--- config.mk ---
export PLATFORM = sky130hd
export DESIGN_NAME = ws_wait_gen
export DESIGN_NICKNAME = d
export VERILOG_FILES = /design/src/rtl/ws_pkg.sv /design/src/rtl/ws_rst_sync.sv /design/src/rtl/ws_cfg_reg.sv /design/src/rtl/ws_sel.sv /design/src/rtl/ws_seq.sv /design/src/rtl/ws_wait_gen.sv
export SDC_FILE = /design/constraint.sdc
export NUM_CORES = 1
export LEC_CHECK = 0
export BUFFER_PORTS_ARGS = -buffer_cell sky130_fd_sc_hd__buf_2
export CAP_MARGIN = 20
export CELL_PAD_IN_SITES_DETAIL_PLACEMENT = 2
export CELL_PAD_IN_SITES_GLOBAL_PLACEMENT = 2
export CORE_MARGIN = 2
export CORE_UTILIZATION = 35
export CTS_CLUSTER_DIAMETER = 200
export DETAILED_ROUTE_END_ITERATION = 12
export PLACE_DENSITY = 0.77
export SKIP_LAST_GASP = 1
export SLEW_MARGIN = 20
export SYNTH_ARGS = -nofsm -noshare
export SYNTH_HDL_FRONTEND = slang
export SYNTH_SLANG_ARGS = --single-unit
--- constraint.sdc ---
create_clock -name clk -period 2.55 [get_ports clk]
set_input_delay 0.51 -clock clk [delete_from_list [all_inputs] [get_ports clk]]
set_output_delay 0.51 -clock clk [all_outputs]
set_load 0.05 [all_outputs]
--- src/rtl/ws_pkg.sv ---
package ws_pkg;

  typedef enum logic [1:0] {
    ST_IDLE = 2'd0,
    ST_WAIT = 2'd1,
    ST_ACK  = 2'd2
  } ws_state_e;

  localparam int unsigned REGION_CNT = 2;
  localparam int unsigned RGN_RAM    = 0;
  localparam int unsigned RGN_OTHER  = 1;

endpackage

--- src/rtl/ws_rst_sync.sv ---
module ws_rst_sync #(
  parameter int unsigned STAGES = 2
) (
  input  logic clk,
  input  logic rst_n,
  output logic rst_n_o
);

  logic [STAGES-1:0] sync_q;

  always_ff @(posedge clk or negedge rst_n) begin
    if (!rst_n) begin
      sync_q <= '0;
    end else begin
      sync_q <= {sync_q[STAGES-2:0], 1'b1};
    end
  end

  assign rst_n_o = sync_q[STAGES-1];

endmodule

--- src/rtl/ws_cfg_reg.sv ---
module ws_cfg_reg
  import ws_pkg::*;
#(
  parameter int unsigned FLD_W = 3,
  localparam int unsigned CFG_W = REGION_CNT * (FLD_W + 1)
) (
  input  logic             clk,
  input  logic             rst_n,
  input  logic             we_i,
  input  logic [CFG_W-1:0] wdata_i,
  output logic [FLD_W-1:0] ram_fld_o,
  output logic [FLD_W-1:0] oth_fld_o
);

  logic [FLD_W-1:0]      fld_q [REGION_CNT];
  logic [REGION_CNT-1:0] unused_pad;

  for (genvar g = 0; g < REGION_CNT; g++) begin : g_fld
    localparam int unsigned LSB = g * (FLD_W + 1);

    logic [FLD_W-1:0] fld_d;

    always_comb begin
      fld_d = wdata_i[LSB +: FLD_W];
    end

    always_ff @(posedge clk or negedge rst_n) begin
      if (!rst_n) begin
        fld_q[g] <= '1;
      end else if (we_i) begin
        fld_q[g] <= fld_d;
      end
    end

    // pad bit above each field is not stored
    assign unused_pad[g] = wdata_i[LSB + FLD_W];
  end

  assign ram_fld_o = fld_q[RGN_RAM];
  assign oth_fld_o = fld_q[RGN_OTHER];


  pad_ignored_chk: assert property (@(posedge clk) disable iff (!rst_n)
    we_i |=> (ram_fld_o == $past(wdata_i[FLD_W-1:0])) &&
             (oth_fld_o == $past(wdata_i[FLD_W+1 +: FLD_W])));

endmodule

--- src/rtl/ws_sel.sv ---
module ws_sel #(
  parameter int unsigned FLD_W = 3
) (
  input  logic             ram_sel_i,
  input  logic [FLD_W-1:0] ram_fld_i,
  input  logic [FLD_W-1:0] oth_fld_i,
  output logic [FLD_W-1:0] waits_o
);

  localparam logic [FLD_W-1:0] FLD_MAX = '1;

  logic [FLD_W-1:0] fld_pick;

  always_comb begin
    fld_pick = ram_sel_i ? ram_fld_i : oth_fld_i;
    waits_o  = FLD_MAX - fld_pick;
  end

endmodule

--- src/rtl/ws_seq.sv ---
module ws_seq
  import ws_pkg::*;
#(
  parameter int unsigned FLD_W = 3
) (
  input  logic             clk,
  input  logic             rst_n,
  input  logic             strobe_i,
  input  logic [FLD_W-1:0] waits_i,
  output logic             ack_o,
  output logic             busy_o
);

  localparam logic [FLD_W-1:0] ONE = FLD_W'(1);

  ws_state_e        state_q, state_d;
  logic [FLD_W-1:0] cnt_q, cnt_d;
  logic             cnt_en;

  always_comb begin
    state_d = state_q;
    cnt_d   = cnt_q;
    cnt_en  = 1'b0;
    unique case (state_q)
      ST_IDLE: begin
        if (strobe_i) begin
          if (waits_i == '0) begin
            state_d = ST_ACK;
          end else begin
            state_d = ST_WAIT;
            cnt_d   = waits_i - ONE;
            cnt_en  = 1'b1;
          end
        end
      end
      ST_WAIT: begin
        if (!strobe_i) begin
          state_d = ST_IDLE;
        end else if (cnt_q == '0) begin
          state_d = ST_ACK;
        end else begin
          cnt_d  = cnt_q - ONE;
          cnt_en = 1'b1;
        end
      end
      ST_ACK: begin
        state_d = ST_IDLE;
      end
      default: begin
        state_d = ST_IDLE;
      end
    endcase
  end

  always_ff @(posedge clk or negedge rst_n) begin
    if (!rst_n) begin
      state_q <= ST_IDLE;
    end else begin
      state_q <= state_d;
    end
  end

  always_ff @(posedge clk or negedge rst_n) begin
    if (!rst_n) begin
      cnt_q <= '0;
    end else if (cnt_en) begin
      cnt_q <= cnt_d;
    end
  end

  assign ack_o  = (state_q == ST_ACK);
  assign busy_o = (state_q != ST_IDLE);


  ack_single_chk: assert property (@(posedge clk) disable iff (!rst_n)
    ack_o |=> !ack_o);


  ack_release_chk: assert property (@(posedge clk) disable iff (!rst_n)
    ack_o |=> !busy_o);


  abort_no_ack_chk: assert property (@(posedge clk) disable iff (!rst_n)
    (busy_o && !ack_o && !strobe_i) |=> (!busy_o && !ack_o));


  idle_hold_chk: assert property (@(posedge clk) disable iff (!rst_n)
    (!busy_o && !strobe_i) |=> !busy_o);

endmodule

--- src/rtl/ws_wait_gen.sv ---
module ws_wait_gen
  import ws_pkg::*;
#(
  parameter int unsigned FLD_W = 3,
  localparam int unsigned CFG_W = REGION_CNT * (FLD_W + 1)
) (
  input  logic             clk,
  input  logic             rst_n,
  input  logic             strobe_i,
  input  logic             ram_sel_i,
  input  logic             cfg_we_i,
  input  logic [CFG_W-1:0] cfg_wdata_i,
  output logic             ack_o,
  output logic             busy_o
);

  localparam logic [FLD_W-1:0] FLD_MAX = '1;

  logic             rst_q_n;
  logic [FLD_W-1:0] ram_fld, oth_fld, waits;

  ws_rst_sync #(.STAGES(2)) u_rst (
    .clk     (clk),
    .rst_n   (rst_n),
    .rst_n_o (rst_q_n)
  );

  ws_cfg_reg #(.FLD_W(FLD_W)) u_cfg (
    .clk       (clk),
    .rst_n     (rst_q_n),
    .we_i      (cfg_we_i),
    .wdata_i   (cfg_wdata_i),
    .ram_fld_o (ram_fld),
    .oth_fld_o (oth_fld)
  );

  ws_sel #(.FLD_W(FLD_W)) u_sel (
    .ram_sel_i (ram_sel_i),
    .ram_fld_i (ram_fld),
    .oth_fld_i (oth_fld),
    .waits_o   (waits)
  );

  ws_seq #(.FLD_W(FLD_W)) u_seq (
    .clk      (clk),
    .rst_n    (rst_q_n),
    .strobe_i (strobe_i),
    .waits_i  (waits),
    .ack_o    (ack_o),
    .busy_o   (busy_o)
  );

  // Independent latency tracker for the acknowledge timing check
  logic [FLD_W-1:0] chk_age_q, chk_need_q;

  always_ff @(posedge clk or negedge rst_q_n) begin
    if (!rst_q_n) begin
      chk_age_q  <= '0;
      chk_need_q <= '0;
    end else if (!busy_o && strobe_i) begin
      chk_age_q  <= '0;
      chk_need_q <= FLD_MAX - (ram_sel_i ? ram_fld : oth_fld);
    end else if (busy_o) begin
      chk_age_q  <= chk_age_q + FLD_W'(1);
    end
  end


  ack_latency_chk: assert property (@(posedge clk) disable iff (!rst_q_n)
    ack_o |-> (chk_age_q == chk_need_q));


  reset_quiet_chk: assert property (@(posedge clk)
    !rst_q_n |-> (!ack_o && !busy_o));

endmodule

==> results of run 1 <==
==> placed cells by master, fill, tap and decap left out <==
cell	instances
a21oi_2	1
buf_2	12
clkbuf_1	1
clkbuf_4	3
conb_1	1
dfrtp_1	7
dfstp_2	6
dlygate4sd3_1	1
ha_1	1
inv_1	2
mux2_2	9
mux2_4	1
mux2i_1	1
nand2_1	4
nand2b_1	2
nand4_1	1
nand4b_1	1
nand4bb_1	1
nor2_1	2
nor2b_1	1
nor3_4	1
nor4b_4	1
o2111ai_1	1
o211ai_1	2
o21ai_0	2
o311a_1	1
or2_2	1
==> worst reg2reg max path, cell delays in order, from the launching register on <==
cell	delay (ns)
dfrtp_1	0.40
nand2b_1	0.24
o21ai_0	0.27
ha_1	0.25
o211ai_1	0.10
o211ai_1	0.17
o311a_1	0.18
==> metrics by stage <==
| stage | utilization (%) | std cells | setup WS (ns) |
|---|---|---|---|
| 2_1_floorplan | - | 51 | 0.897 |
| 3_3_place_gp | 42.4 | 87 | 0.654 |
| 3_5_place_dp | 42.4 | 87 | 0.641 |
| 4_1_cts | 43.9 | 91 | 0.800 |
| 5_1_grt | 44.5 | 92 | 0.713 |
| 6_report | 44.5 | 92 | 0.829 |
==> sequential cells by signal, summed over array words and instances (netlist names) <==
name,count
u_cfg.oth_fld_o,3
u_cfg.ram_fld_o,3
u_rst.sync_q,2
u_seq.cnt_q,3
u_seq.state_q,2
==> power breakdown <==
part	internal [mW]	leakage, nW	switching (mW)
Clock	0.0605	0.0150	0.0663
Combinational	0.0849	0.177	0.0807
Sequential	0.253	0.147	0.0569
==> path summary, 6_finish.rpt <==
| path | endpoint | slack (ns) | cells after the start |
|---|---|---|---|
| min reg2reg | u_seq.cnt_q[1] | 0.19 | 0 |
| min in group clk | u_rst.sync_q[1] | 0.36 | 0 |
| min | u_seq.cnt_q[1] | 0.19 | 0 |
| max in group asynchronous | u_rst.sync_q[1] | 1.91 | 2 |
| max reg2reg | u_seq.cnt_q[2] | 0.88 | 6 |
| max | busy_o | 0.83 | 2 |
==> area by class of cell <==
type | instances | area (um2)
repair buffers | 13 | 70.1
fillers | 198 | 968
inverters | 2 | 7.51
flip-flops and latches | 13 | 333
multi-input cells | 35 | 309
well taps | 25 | 31.3
clock buffers | 4 | 26.3
==> cell usage after synthesis (all sizes together) <==
cell / n
a21oi: 1
nand2b: 2
nor4b: 1
nor3: 1
nand4: 1
o311a: 1
nor2b: 1
clkbuf: 1
o21ai: 2
nand2: 4
conb: 1
nand4b: 1
o2111ai: 1
nor2: 2
or2: 1
mux2i: 1
mux2: 10
o211ai: 2
nand4bb: 1
inv: 2
ha: 1
dfrtp: 7
dfstp: 6
==> cells by family (layout without fill, tap and decap cells) <==
family / Yosys count / count (layout) / share of synthesized area, %
flops: 13 / 13 / 51.0
buf+inv: 3 / 19 / 1.72
compound gates: 7 / 7 / 8.05
fa+ha+maj: 1 / 1 / 1.92
simple gates: 15 / 15 / 17.4
mux: 11 / 11 / 19.3
other cells: 1 / 1 / 0.574
==> per-layer routing <==
layer / vias to the layer above / track usage (%) / wire length [um] / share of wire [%]
met5: - / 0 / 0 / 0
met1: 220 / 19.6 / 574 / 45
li1: 217 / - / - / -
met3: 2 / 3.46 / 43 / 3.4
met4: 0 / 5.00 / 12 / 0.94
met2: 8 / 22.7 / 640 / 50
==> flow_summary.ini, run 1 <==
[outcome]
status = completed

[layout]
area_delta_synth_final_pct = 19.0
drive_above_1_share_pct = 52.2
diodes = 0
fin_nets = 82
fin_area_um2 = 777

[worst_setup_path]
critical_path_buf_inv_count = 1
start_kind = flip-flop
max_stage_delay_ns = 0.45
crit_start = u_seq.state_q[0]
end_kind = output port
cp_max_fo = 6
crit_chain = or2_2 > buf_2
slowest_stage = dfrtp_1
worstPathRequired_ns = 2.04
crit_type = flip-flop to output port
cp_top_family = flip-flops
arrival_ns = 1.21
reg2reg_from = u_seq.state_q[1]

[clocking]
cts_hold_buf = 0
clk-insertion-delay-late_ns = 0.27
clock_sinks = 13
cts_buffers = 3
root_buffer = clkbuf_4
clockBufferDepth = 2
clk_pin_slew_ns = 0.08
h-tree-depth = 1
cts_resized = 0
post-cts-setup-buffer-count = 0
cts_tree = done

[synth]
ys_types = 24
yosysWarnings = 0
synth_area_leaders = dfrtp_1 27%, dfstp_2 24%, mux2_2 16%
syn_nets = 65
synth_cells = 51
synth_top_area_cell = dfrtp_1
avgSynthCellArea_um2 = 12.8
yosysSeqAreaShare_pct = 51.0
ys_ff_latch = 13
syn_area_um2 = 653
synth_top_area_share_pct = 26.8

[floorplanning]
dieHeight_um = 47.2
design.core.area_um2 = 1750
die_w_um = 47.2
start_util_pct = 37.4
fp-row-count = 15
die_area_um2 = 2230
io_pins = 15

[timing]
final.min_clock_period_ns = 1.72
holdWs_ns = 0.187
clock-skew-final_ns = 0.00609
min_period_over_period_pct = 67.5
drv_slew = 0
setup_violations = 0
rsz0062_at_grt = no
fin_setup_tns_ns = 0
finalHoldViolations = 0
max_freq_mhz = 581

[route]
drt_wl_total_um = 1270
drt-initial-drc-count = 2
viasPerCell = 4.86
vias = 447
dr.pass1.iters = 2
antenna_left = 0
detail_route.wl_per_cell_um = 13.8
drcViolationCount = 0

[pwr]
leakagePower_nw = 0.338
p_per_area_nw_per_um2 = 775
max-vdd-ir-drop_mv = 0.365
power_mw = 0.602

[global_routing]
antenna_found_initial = 0
grt_usage_pct = 14.5
grt_pass1_vias = 493
grt_overflow_total = 0
grt_max_degree = 12
grt_pass1_wl_um = 2200

[place]
io_buffer_count = 12
place_congestion = 0.745
post_dp_cell_area_um2 = 741
place_hpwl_um = 1060

[worst_hold_path]
hold_class = flip-flop to asynchronous set/reset pin

[run]
maxCapViolCount = 0
Power figures use the tool's default switching activity.
==> run 2: changes to the inputs <==
--- a/config.mk
+++ b/config.mk
@@ -5,15 +5,16 @@
 export SDC_FILE = /design/constraint.sdc
 export NUM_CORES = 1
 export LEC_CHECK = 0
+export ABC_AREA = 1
 export BUFFER_PORTS_ARGS = -buffer_cell sky130_fd_sc_hd__buf_2
 export CAP_MARGIN = 20
 export CELL_PAD_IN_SITES_DETAIL_PLACEMENT = 2
 export CELL_PAD_IN_SITES_GLOBAL_PLACEMENT = 2
 export CORE_MARGIN = 2
-export CORE_UTILIZATION = 35
+export CORE_UTILIZATION = 26
 export CTS_CLUSTER_DIAMETER = 200
 export DETAILED_ROUTE_END_ITERATION = 12
-export PLACE_DENSITY = 0.77
+export PLACE_DENSITY = 0.7
 export SKIP_LAST_GASP = 1
 export SLEW_MARGIN = 20
 export SYNTH_ARGS = -nofsm -noshare
==> constraint.sdc (replaced) <==
create_clock -name clk -period 1.5 [get_ports clk]
set_input_delay 0.3 -clock clk [delete_from_list [all_inputs] [get_ports clk]]
set_output_delay 0.3 -clock clk [all_outputs]
set_load 0.05 [all_outputs]
==> run 2 against run 1 <==
Sequential share of layout area fell by 6.6 points. Critical path depth is 8 higher. Die area increased by 44%. Flip-flop and latch count unchanged. Via count grew 47%. Clock skew rose by 0.0060 ns. Sequential power increased by 58%. Total power rose by 110%. Largest cell class is now multi-input gates. Critical path type is now flip-flop to flip-flop.
==> flow_summary.ini, run 2 <==
[synth]
synth_area_leaders = dfrtp_1 24%, dfstp_2 22%, nand2_1 15%
yosysMostFrequentCell = nand2_1
synth_top_area_cell = dfrtp_1
synth_edf_count = 0
yosys-top-cells-count = 29 x nand2_1, 11 x nand2_2, 8 x inv_1, 7 x dfrtp_1, 7 x o21ai_0
syn_nets = 108
ys_types = 19
yosysSeqAreaShare_pct = 46.3
synth_cells = 94
yosysWarnings = 0
ys.flop_type = dfrtp_1
syn_area_um2 = 719
synth_top_area_share_pct = 24.3
avgSynthCellArea_um2 = 7.65
async_flop_share_pct = 100
ys_ff_latch = 13

[floorplanning]
design.core.area_um2 = 2690
io_pins = 15
fp-row-count = 19
die_w_um = 56.6
die_area_um2 = 3200
start_util_pct = 26.8
dieHeight_um = 56.6

[global_routing]
grt_pass1_vias = 747
grt_usage_pct = 14.4
grt_overflow_total = 0
grt_pass1_wl_um = 3460
grt_max_degree = 13
antenna_found_initial = 0

[route]
drt-initial-drc-count = 12
drcViolationCount = 0
vias = 655
viasPerCell = 4.52
antenna_left = 0
detail_route.wl_per_cell_um = 13.1
drt_wl_total_um = 1900
dr.pass1.iters = 4

[timing]
final.min_clock_period_ns = 1.42
setup_violations = 0
max_freq_mhz = 705
clock-skew-final_ns = 0.0121
drv_slew = 0
min_period_over_period_pct = 94.5
holdWs_ns = 0.192
finalHoldViolations = 0
rsz0062_at_grt = yes
setup_slack_ns = 0.0818

[worst_setup_path]
slowest_stage = dfstp_2
start_kind = flip-flop
end_kind = flip-flop
path_common_cell = nand2_1
crit_type = flip-flop to flip-flop
crit_chain = nand2_1 > nand2_2 > nand2_1 > o21ai_2 > ha_2 > inv_1 > nand3_2 > nand2_1 > nand2_1 > nand2_1
worstPathRequired_ns = 1.67
cp_max_fo = 2
crit_start = u_cfg.oth_fld_o[0]
arrival_ns = 1.59
max_stage_delay_ns = 0.55
reg2reg_from = u_cfg.oth_fld_o[0]

[place]
io_buffer_count = 12
place_hpwl_um = 1430
place_congestion = 0.716
dp_cells = 137
post-place-ws_ns = 0.0114

[layout]
mostFrequentLayoutCells = 27 x nand2_1, 12 x nand2_2, 10 x buf_2, 8 x inv_1, 7 x dfrtp_1
fin_nets = 129
area_delta_synth_final_pct = 27.8
drive_above_1_share_pct = 44.7
num-fill-cells = 322
diodes = 0
final_cell_count_no_fill = 145
final_common_cell = nand2_1
finish.utilization_pct = 34.2

[clocking]
clockBufferDepth = 2
clk-insertion-delay-late_ns = 0.29
clk_pin_slew_ns = 0.09
h-tree-depth = 1
cts_tree = done
clock_sinks = 13
root_buffer = clkbuf_4
cts_buffers = 3

[outcome]
status = completed

[worst_hold_path]
hold_class = flip-flop to asynchronous set/reset pin

[pwr]
p_per_area_nw_per_um2 = 1360
max-vdd-ir-drop_mv = 0.538
power_mw = 1.25
leakagePower_nw = 0.463

[run]
maxCapViolCount = 0
==> run 2: cell types whose count changed in the layout (fill, tap and decap cells not counted), sizes merged, moves of 2 or more <==
cell,delta
o21ai,+6
buf,+4
nand2b,-2
mux2,-10
nor2,+8
nand3,+5
nand2,+36
inv,+9
o211ai,-2
==> run 2: logic make-up (layout without fill, tap and decap cells) <==
family	after synthesis	in the layout	share of synthesized area, %
AO/OA/AOI/OAI	11	11	8.35
adder cells (fa/ha/maj)	1	1	1.74
buffers and inverters	12	32	6.26
flip-flops	13	13	46.3
other	1	1	0.521
AND/OR/NAND/NOR	56	56	36.9
==> run 2: power by group <==
part           total (mW)  switching (mW)  internal (mW)
registers           0.490          0.0602          0.430
clock network       0.231           0.128          0.103
logic               0.533           0.322          0.211
==> run 2: worst max-delay path, delay by kind of cell (launching register included) <==
| kind | cells | cell delay, ns |
|---|---|---|
| adder cells (fa/ha/maj) | 1 | 0.20 |
| buffers and inverters | 1 | 0.05 |
| AND/OR/NAND/NOR | 7 | 0.43 |
| flip-flops | 1 | 0.55 |
| AO/OA/AOI/OAI | 1 | 0.07 |
==> run 2: worst paths after layout <==
check	endpoint	slack, ns	cells after the start
worst max register to register	u_seq.cnt_q[2]	0.08	10
min in group clk	u_cfg.ram_fld_o[0]	0.22	3
worst min register to register	u_seq.cnt_q[0]	0.19	0
worst min-delay path	u_seq.cnt_q[0]	0.19	0
max in group asynchronous	u_cfg.oth_fld_o[0]	0.98	0
worst max-delay path	u_seq.cnt_q[2]	0.08	10
==> run 2: metrics by stage <==
stage | instance area, um2 | TNS [ns]
3_5_place_dp | 822 | 0
6_report | 920 | 0
4_1_cts | 858 | 0
2_1_floorplan | 719 | 0
5_1_grt | 920 | -0.0395
3_3_place_gp | 822 | 0
==> run 2: what timing repair did <==
action                                  in CTS  in global routing
endpoints found under the hold margin        2                  0
hold buffers                                 1                  0
setup buffers                                0                  3
gates resized for setup                      0                 14
endpoints found under the setup margin       0                  4
==> run 2: final cells by class <==
class | instances | area, um2 | share of cell area [%]
Tap cell | 31 | 38.8 | 4.22
Timing Repair Buffer | 17 | 109 | 11.8
Multi-Input combinational cell | 69 | 372 | 40.4
Sequential cell | 13 | 333 | 36.2
Inverter | 11 | 41.3 | 4.49
Clock buffer | 4 | 26.3 | 2.86
==> run 2: metal layers <==
| metal | share of wire, % | GRT usage [%] | up-vias |
|---|---|---|---|
| li1 | - | - | 326 |
| met1 | 43 | 17.3 | 314 |
| met2 | 53 | 24.3 | 11 |
| met3 | 2.5 | 2.76 | 4 |
| met4 | 1.5 | 7.14 | 0 |
| met5 | 0 | 0 | - |
==> run 3: changes to the inputs <==
--- a/config.mk
+++ b/config.mk
@@ -14,9 +14,10 @@
 export CORE_UTILIZATION = 26
 export CTS_CLUSTER_DIAMETER = 200
 export DETAILED_ROUTE_END_ITERATION = 12
-export PLACE_DENSITY = 0.7
+export PLACE_DENSITY = 0.71
 export SKIP_LAST_GASP = 1
 export SLEW_MARGIN = 20
 export SYNTH_ARGS = -nofsm -noshare
 export SYNTH_HDL_FRONTEND = slang
+export SYNTH_HIERARCHICAL = 1
 export SYNTH_SLANG_ARGS = --single-unit
==> run 3 against run 2 <==
Synthesized cell count decreased by 2.1%. Non-clock buffer count is the same. Synthesized area is 3.5% lower. Count of clock-buffer cells in the layout did not move. Critical endpoint is now busy_o. Largest power group unchanged. Highest routed layer unchanged.
==> flow_summary.ini, run 3 <==
[worst_setup_path]
rr_worst_depth = 12
worstPathRequired_ns = 1.20
cp_max_fo = 5
start_kind = flip-flop
reg2reg_from = u_cfg/oth_fld_o[1]
r2r_end = u_seq/cnt_q[2]
arrival_ns = 1.13
end_kind = output port
reg2reg_slack_ns = 0.07
crit_type = flip-flop to output port

[clocking]
cts_tree = done
cts_buffers = 3
clk_pin_slew_ns = 0.07
clock_sinks = 13
clk-insertion-delay-late_ns = 0.27
root_buffer = clkbuf_4
clockBufferDepth = 2
h-tree-depth = 1

[place]
place_hpwl_um = 1340
place_congestion = 0.716
post-place-ws_ns = -0.0160
post_dp_cell_area_um2 = 800
io_buffer_count = 12

[timing]
holdWs_ns = 0.177
rsz0062_at_grt = yes
final.min_clock_period_ns = 1.43
clock-skew-final_ns = 0.00277
fin_setup_tns_ns = 0
min_period_over_period_pct = 95.5
max_freq_mhz = 698
setup_violations = 0
finalHoldViolations = 0
setup_slack_ns = 0.0677
drv_slew = 0

[route]
drcViolationCount = 0
vias = 598
viasPerCell = 4.18
drt-initial-drc-count = 6
antenna_left = 0
detail_route.wl_per_cell_um = 11.3
drt_wl_total_um = 1620
dr.pass1.iters = 2

[floorplanning]
io_pins = 15
fp-row-count = 18
design.core.area_um2 = 2500
dieHeight_um = 55.7
die_area_um2 = 3100
start_util_pct = 27.8
die_w_um = 55.7

[outcome]
status = completed

[synth]
ys.flop_type = dfrtp_1
synth_top_area_share_pct = 25.2
synth_top_area_cell = dfrtp_1
async_flop_share_pct = 100
ys_types = 16
ys_ff_latch = 13
yosys-top-cells-count = 40 x nand2_1, 12 x inv_1, 8 x nand3_1, 7 x dfrtp_1, 6 x dfstp_2
yosysSeqAreaShare_pct = 47.9
synth_edf_count = 0
yosysWarnings = 6
synth_cells = 92
synth_area_leaders = dfrtp_1 25%, dfstp_2 23%, nand2_1 22%
syn_area_um2 = 694
avgSynthCellArea_um2 = 7.55
yosysMostFrequentCell = nand2_1
syn_nets = 106

[pwr]
clock_power_share_pct = 14.2
power_frac_seq_pct = 34.6
leakagePower_nw = 0.489
p_sw_mw = 0.635
power_mw = 1.47
max-vdd-ir-drop_mv = 0.773
p_per_area_nw_per_um2 = 1660
combPwrFrac_pct = 51.2
internal_power_mw = 0.833
swShare_pct = 43.3

[layout]
area_delta_synth_final_pct = 27.4
mostFrequentLayoutCells = 38 x nand2_1, 10 x buf_2, 10 x inv_2, 7 x dfrtp_1, 7 x inv_1
diodes = 0
seq_area_um2 = 333
fin_area_um2 = 885
num-fill-cells = 307
multi_input_area_um2 = 315
final_common_cell = nand2_1
drive_above_1_share_pct = 41.6
fin_nets = 128

[global_routing]
antenna_found_initial = 0
grt_pass1_wl_um = 2880
grt_usage_pct = 11.7
grt_overflow_total = 0
grt_pass1_vias = 649
grt_max_degree = 12

[worst_hold_path]
hold_class = flip-flop to asynchronous set/reset pin

[run]
maxCapViolCount = 0
-- run 3: changes by cell type in the layout (fill, tap and decap cells not counted), sizes merged --
cell,previous run,this run
nor2,10,4
inv,11,17
nand3b,1,0
nand2,40,44
o21a,1,0
o21ai,8,2
nand3,5,9
o21bai,1,0
-- run 3: worst max path at each step --
| stage | from | to | depth (start not counted) |
|---|---|---|---|
| after floorplan | u_seq/state_q[0] | ack_o | 1 |
| after global placement | u_cfg/ram_fld_o[0] | u_seq/cnt_q[2] | 12 |
| after detailed placement | u_cfg/oth_fld_o[1] | u_seq/cnt_q[2] | 12 |
| after CTS | u_cfg/oth_fld_o[1] | u_seq/cnt_q[2] | 12 |
| after global routing | u_cfg/ram_fld_o[0] | u_seq/cnt_q[2] | 12 |
| final | u_seq/state_q[0] | busy_o | 4 |
-- run 3: routing by layer --
layer	global-route usage (%)	vias to the layer above	wire length, um
met4	6.27	0	27
met3	0.698	2	29
met5	0	-	0
met2	19.4	8	808
li1	-	314	-
met1	15.2	274	753
-- run 3: kinds of logic after synthesis --
kind of cell / Yosys count / share of synthesized area [%]
fa+ha+maj: 1 / 1.80
other cells: 1 / 0.540
simple gates: 57 / 37.8
compound gates: 3 / 2.70
buf+inv: 17 / 9.19
flops: 13 / 47.9
-- run 3: through the flow --
stage	util (%)	std cells
final	35.4	143
after global routing	35.4	143
after CTS	34.1	141
after detailed placement	32.0	135
after global placement	32.0	135
after floorplan	-	92
-- run 3: repair_timing --
| item | in CTS | in global routing |
|---|---|---|
| hold endpoints to repair | 2 | 0 |
| hold buffers | 1 | 0 |
| pin swaps | 4 | 6 |
| resized for setup | 7 | 9 |
| cloned | 0 | 0 |
| setup endpoints to repair | 1 | 4 |
| buffers inserted | 1 | 2 |
-- run 3: power groups by stage --
| stage | logic [mW] | registers [mW] | clock network [mW] |
|---|---|---|---|
| floorplan | 0.470 | 0.507 | 0 |
| global placement | 0.623 | 0.511 | 0 |
| detailed placement | 0.654 | 0.516 | 0 |
| CTS | 0.715 | 0.511 | 0.224 |
| global route | 0.855 | 0.520 | 0.244 |
| finish | 0.751 | 0.508 | 0.208 |
-- run 3: layout make-up --
cell class	instances	share of cell area, %
tap	30	4.24
inverter	17	7.21
multi-input combinational	62	35.6
clock buffer	4	2.97
timing repair buffer	17	12.3
sequential	13	37.6
-- run 3: worst max-delay path, cell delays in order, from the launching register on --
cell	delay, ns
dfrtp_1	0.38
buf_4	0.16
inv_2	0.07
nand2_4	0.06
buf_4	0.19
